### src/rtl/bldc_step_steer.sv
module bldc_step_steer #(
  parameter int NCH = 3
) (
  input  logic           clk,
  input  logic           rst_n,
  input  logic           bus_wr,
  input  logic [1:0]     bus_addr,
  input  logic [7:0]     bus_wdata,
  input  logic [1:0]     bus_raddr,
  output logic [7:0]     bus_rdata,
  input  logic           evt_c,
  input  logic           evt_d,
  input  logic           evt_z,
  input  logic           ilim_cmp,
  input  logic           pwm_in,
  output logic [NCH-1:0] hi_gate,
  output logic [NCH-1:0] lo_gate,
  output logic           zc_rising,
  output logic           hdm_en,
  output logic           sdm_en,
  output logic           out_en,
  output logic           irq
);
  localparam int PW = 2 * NCH;

  logic [6:0]    ctl_q, ctl_nx;
  logic [3:0]    act_q;
  logic [PW-1:0] ph_q;
  logic          dir_q, lim_q, moe_q;
  logic [2:0]    st_q;
  logic          pwm_d, cut_q, cond_d, irq_q;

  logic wr_ctl, wr_ph, wr_cfg, c_evt;
  logic oc_trip, cut_set, cond, pwm_rise, pwm_g, lo_side;
  logic unused_bits;

  assign wr_ctl = bus_wr && (bus_addr == 2'd0);
  assign wr_ph  = bus_wr && (bus_addr == 2'd1);
  assign wr_cfg = bus_wr && (bus_addr == 2'd2);
  assign ctl_nx = wr_ctl ? bus_wdata[6:0] : ctl_q;
  assign c_evt  = evt_c | (wr_ph & dir_q);
  assign unused_bits = ^bus_wdata[7:PW];

  assign cond     = ilim_cmp & lim_q;
  assign oc_trip  = cond & ctl_q[3];
  assign cut_set  = ilim_cmp & ~oc_trip;
  assign pwm_rise = pwm_in & ~pwm_d;
  assign pwm_g    = pwm_in & ~cut_set & ~(cut_q & ~pwm_rise);
  assign lo_side  = |(st_q & {ctl_q[0], ctl_q[1], act_q[0]});

  assign hi_gate = {NCH{moe_q}} & ph_q[NCH-1:0] & (lo_side ? {NCH{1'b1}} : {NCH{pwm_g}});
  assign lo_gate = {NCH{moe_q}} & ph_q[PW-1:NCH] & (lo_side ? {NCH{pwm_g}} : {NCH{1'b1}});

  assign zc_rising = act_q[3];
  assign hdm_en    = act_q[2];
  assign sdm_en    = act_q[1];
  assign out_en    = moe_q;
  assign irq       = irq_q;

  always_comb begin
    case (bus_raddr)
      2'd0:    bus_rdata = {1'b0, ctl_q};
      2'd1:    bus_rdata = {{(8-PW){1'b0}}, ph_q};
      2'd2:    bus_rdata = {5'd0, moe_q, lim_q, dir_q};
      default: bus_rdata = 8'd0;
    endcase
  end

  always_ff @(posedge clk or negedge rst_n) begin
    if (!rst_n) begin
      ctl_q <= '0; act_q <= '0; ph_q <= '0;
      dir_q <= 1'b0; lim_q <= 1'b0; moe_q <= 1'b0;
      st_q  <= 3'b001;
      pwm_d <= 1'b0; cut_q <= 1'b0; cond_d <= 1'b0; irq_q <= 1'b0;
    end else begin
      ctl_q <= ctl_nx;
      if (c_evt) act_q <= {ctl_nx[6:4], ctl_nx[2]};
      if (wr_ph) ph_q <= bus_wdata[PW-1:0];
      if (wr_cfg) begin
        dir_q <= bus_wdata[0];
        lim_q <= bus_wdata[1];
      end
      if (oc_trip)     moe_q <= 1'b0;
      else if (wr_cfg) moe_q <= bus_wdata[2];

      if (c_evt)                 st_q <= 3'b001;
      else if (evt_d && st_q[0]) st_q <= 3'b010;
      else if (evt_z && st_q[1]) st_q <= 3'b100;

      pwm_d <= pwm_in;
      if (cut_set)       cut_q <= 1'b1;
      else if (pwm_rise) cut_q <= 1'b0;
      cond_d <= cond;
      irq_q  <= cond & ~cond_d;
    end
  end
endmodule


### config.mk
export PLATFORM = sky130hd
export DESIGN_NAME = bldc_step_steer
export DESIGN_NICKNAME = d
export VERILOG_FILES = /design/src/rtl/bldc_step_steer.sv
export SDC_FILE = /design/constraint.sdc
export NUM_CORES = 1
export LEC_CHECK = 0
export CORE_MARGIN = 4
export CORE_UTILIZATION = 35
export CTS_BUF_LIST = sky130_fd_sc_hd__clkbuf_8
export CTS_CLUSTER_SIZE = 24
export DETAILED_ROUTE_END_ITERATION = 7
export DONT_BUFFER_PORTS = 1
export PLACE_DENSITY = 0.5
export SLEW_MARGIN = 30
export SYNTH_ARGS = -nofsm -noshare
export SYNTH_HDL_FRONTEND = slang
export SYNTH_SLANG_ARGS = --single-unit
### constraint.sdc
create_clock -name clk -period 1.4 [get_ports clk]
set_input_delay 0.28 -clock clk [delete_from_list [all_inputs] [get_ports clk]]
set_output_delay 0.28 -clock clk [all_outputs]
set_load 0.1 [all_outputs]
==> impl_metrics.env <==
export IMPL_status="finished, violations left"
export IMPL_failed_checks="setup timing"
export IMPL_synthXorXnorAreaFrac=0
export IMPL_timing_critical_path_to="hi_gate[0]"
export IMPL_holdCritPathClass="input pin to flop"
export IMPL_hold_slack_ps=32.92
export IMPL_drt_initial_drc_count=9
export IMPL_rsz0062_at_grt="yes"
export IMPL_ir_worst_vdd_v=0.0006158
export IMPL_clkSlewWorstSetupHoldPaths_ps=90
export IMPL_power_static_leakage_nw=0.8176
export IMPL_worst_path_max_fanout=3
export IMPL_worst_r2r_cell_count=2
export IMPL_core_footprint_um2=3416
export IMPL_die_area_um2=4628
export IMPL_later_pin_clock_latency_in_the_skew_report_ps=270
export IMPL_rrSetupSlack_ps=230
export IMPL_slew_viol_final=0
export IMPL_finalNetCount=151
export IMPL_route_final_wire_length_um=3039
export IMPL_cp_cell_sequence="a222oi_1 -> a21boi_2 -> and3b_4 -> buf_12"
export IMPL_number_of_setup_violations_in_the_final_report=11
export IMPL_layout_cells_most_common="sky130_fd_sc_hd__dfrtp_1"
export IMPL_wl_per_cell_um=17.27
export IMPL_internal_power_w=0.001650
export IMPL_clock_root_buffer="sky130_fd_sc_hd__clkbuf_8"
export IMPL_r2r_start="dir_q"
export IMPL_highest_delay_cell_along_the_critical_path="sky130_fd_sc_hd__a222oi_1"
export IMPL_power_frac_seq=0.360
export IMPL_synth_sequential_area_ratio=0.5367
export IMPL_die_width_um=68.03
export IMPL_post_synth_cell_area_avg_um2=13.00
export IMPL_synth_top_family_by_area="multiplexers"
export IMPL_worstSetupStartpointType="flop"
export IMPL_final_worst_setup_slack_ps=-653.7
export IMPL_fin_skew_ps=2.750
export IMPL_portBuffers=0
export IMPL_synth_seq_cells=27
export IMPL_drc=0
export IMPL_core_rowCount=21
export IMPL_htree_levels=1
export IMPL_fraction_of_layout_cells_with_a_size_suffix_above_1=0.6231
export IMPL_initial_core_util=0.3692
export IMPL_total_number_of_vias=893
export IMPL_all_layer_gr_usage=0.1466
export IMPL_power_switching_w=0.001223
export IMPL_mostFrequentLayoutCells="sky130_fd_sc_hd__dfrtp_1, sky130_fd_sc_hd__mux2_2, sky130_fd_sc_hd__buf_4"
export IMPL_routabilityCongestion=0.7086
export IMPL_yosysUniqueCellTypes=25
export IMPL_detail_route_vias_per_cell=5.074
export IMPL_sw_frac_of_total=0.4258
export IMPL_fin_crit_ps=2054
export IMPL_synth_area_mux_share=0.2252
export IMPL_cts_buffers_inserted=3
export IMPL_antenna_found_initial=0
export IMPL_complex_gate_fraction_of_the_synthesized_area=0.07440
export IMPL_r2r_end="act_q[0]"
export IMPL_endpoint_kind="output pin"
export IMPL_hpwlAfterDp_um=2278
export IMPL_synth_nets=117
export IMPL_worst_endpoint_required_ps=1120
export IMPL_gate_count_post_synth=97
export IMPL_antenna_diode_count=0
export IMPL_clock_power_share=0.149
export IMPL_hold_viol=0
export IMPL_power_combinational_fraction=0.491
export IMPL_io_pins=39
export IMPL_synthAdderAreaFrac=0
export IMPL_synth_cell_area_um2=1261
export IMPL_maxCapViolCount=0
export IMPL_criticalPathCategory="flop to output pin"
export IMPL_design_power_total_w=0.002873
export IMPL_finish_utilization=0.5604
export IMPL_yosys_warnings=0
export IMPL_die_height_um=68.03
export IMPL_final_period_utilization=1.467
export IMPL_grt_overflow_total=0
export IMPL_clk_path_buf_depth=2
export IMPL_grt_pass1_vias=997
export IMPL_grt_first_pass_wirelength_um=4843
export IMPL_synth_simple_gate_area_share=0.1389
export IMPL_cellPowerDensity_nw_per_um2=1501
export IMPL_area_growth_pct=51.79
export IMPL_pin_count_of_the_biggest_net_entering_global_routing=28
export IMPL_worst_endpoint_arrival_ps=1770
export IMPL_startpoint="st_q[0]"
export IMPL_cts_tree="built"
export IMPL_critical_path_max_stage_delay_ps=420
export IMPL_number_of_nets_still_failing_antenna_checks_after_routing=0
export IMPL_clock_sinks=27
export IMPL_first_pass_iters=4
export IMPL_highest_clock_frequency_the_design_can_meet_mhz=486.9
[worst min path at each step]
stage | start | to | slack (ps) | cells after the start
floorplan | rst_n | act_q[0] | -20 | 0
CTS | pwm_in | pwm_d | 30 | 0
finish | pwm_in | pwm_d | 30 | 0
global route | pwm_in | pwm_d | 20 | 0
detailed placement | rst_n | ph_q[1] | -10 | 0
global placement | rst_n | pwm_d | -10 | 0
[synth_stat cells]
library cell               number  area (µm²)
sky130_fd_sc_hd__nor2b_1        2       12.51
sky130_fd_sc_hd__a21bo_2        1       10.01
sky130_fd_sc_hd__mux2i_1        7       70.07
sky130_fd_sc_hd__nor2_1         3       11.26
sky130_fd_sc_hd__nand3b_1       2       15.01
sky130_fd_sc_hd__mux2_2        19       214.0
sky130_fd_sc_hd__nand2_1        7       26.28
sky130_fd_sc_hd__a222oi_1       1       10.01
sky130_fd_sc_hd__o21ai_0        4       20.02
sky130_fd_sc_hd__conb_1         1       3.750
sky130_fd_sc_hd__nor3b_4        1       18.77
sky130_fd_sc_hd__buf_6          1       11.26
sky130_fd_sc_hd__inv_1          1       3.750
sky130_fd_sc_hd__a21oi_4        1       16.27
sky130_fd_sc_hd__a21boi_0       3       22.52
sky130_fd_sc_hd__and3b_1        7       61.31
sky130_fd_sc_hd__dfstp_2        1       26.28
sky130_fd_sc_hd__buf_4          1       7.510
sky130_fd_sc_hd__and2_1         1       6.260
sky130_fd_sc_hd__a21oi_1        3       15.01
sky130_fd_sc_hd__nor3b_1        1       7.510
sky130_fd_sc_hd__nand2b_1       1       6.260
sky130_fd_sc_hd__buf_2          1       5.000
sky130_fd_sc_hd__dfrtp_1       26       650.6
sky130_fd_sc_hd__and3b_2        1       10.01
[cell type report]
class	count	area (µm²)
inverter	1	3.754
timing repair buffer	32	425.4
tap	46	57.56
clock buffer	3	41.29
clock inverter	1	3.754
multi-input combinational	66	701.9
sequential	27	680.7
fill	290	1501
[stage by stage]
| stage | setup TNS, ps | cells | setup WS [ps] | instance area (µm²) |
|---|---|---|---|---|
| finish | -3974 | 176 | -653.7 | 1914 |
| global route | -4767 | 176 | -731.3 | 1914 |
| CTS | -3719 | 174 | -640.8 | 1888 |
| detailed placement | -1678 | 168 | -316.5 | 1762 |
| global placement | -1449 | 168 | -274.2 | 1762 |
| floorplan | -1352 | 97 | -230.2 | 1361 |
[logic make-up after synthesis]
logic type      after synthesis
other cells                   1
flops                        27
mux                          26
compound gates               13
simple gates                 26
buf+inv                       4
[registers in the layout, indices dropped and copies added, names as in the netlist, 3 cells and up]
name and flops:
ctl_q 7, ph_q 6, st_q 3, act_q 4
[worst max-delay path: cells and delay by family (launching register included)]
kind	cells	cell delay, ps
buf+inv	1	160
simple gates	1	240
flops	1	380
compound gates	2	720
[power by group through the flow]
stage          Clock (W)  Combinational (W)  Sequential [W]
2_1_floorplan          0           0.000715         0.00125
3_3_place_gp           0            0.00132         0.00102
3_5_place_dp           0            0.00133         0.00103
4_1_cts         0.000443            0.00139         0.00103
5_1_grt         0.000477            0.00147         0.00105
6_report        0.000429            0.00141         0.00103
[repair_timing]
action                     in CTS  in global routing
hold endpoints to repair       27                  0
setup buffers                   0                  2
setup endpoints to repair      12                 12
pin swaps                       3                  0
hold buffers                    2                  0
resized for setup              11                  2
[routing by layer]
metal | vias to the layer above | share of wire | wire [µm] | GRT usage
li1 | 414 | - | - | -
met1 | 449 | 0.41 | 1241 | 0.1794
met2 | 26 | 0.49 | 1494 | 0.2431
met3 | 4 | 0.085 | 257 | 0.03941
met4 | 0 | 0.015 | 45 | 0.05955
met5 | - | 0 | 0 | 0
No activity file was read; power rests on OpenSTA's default activity.
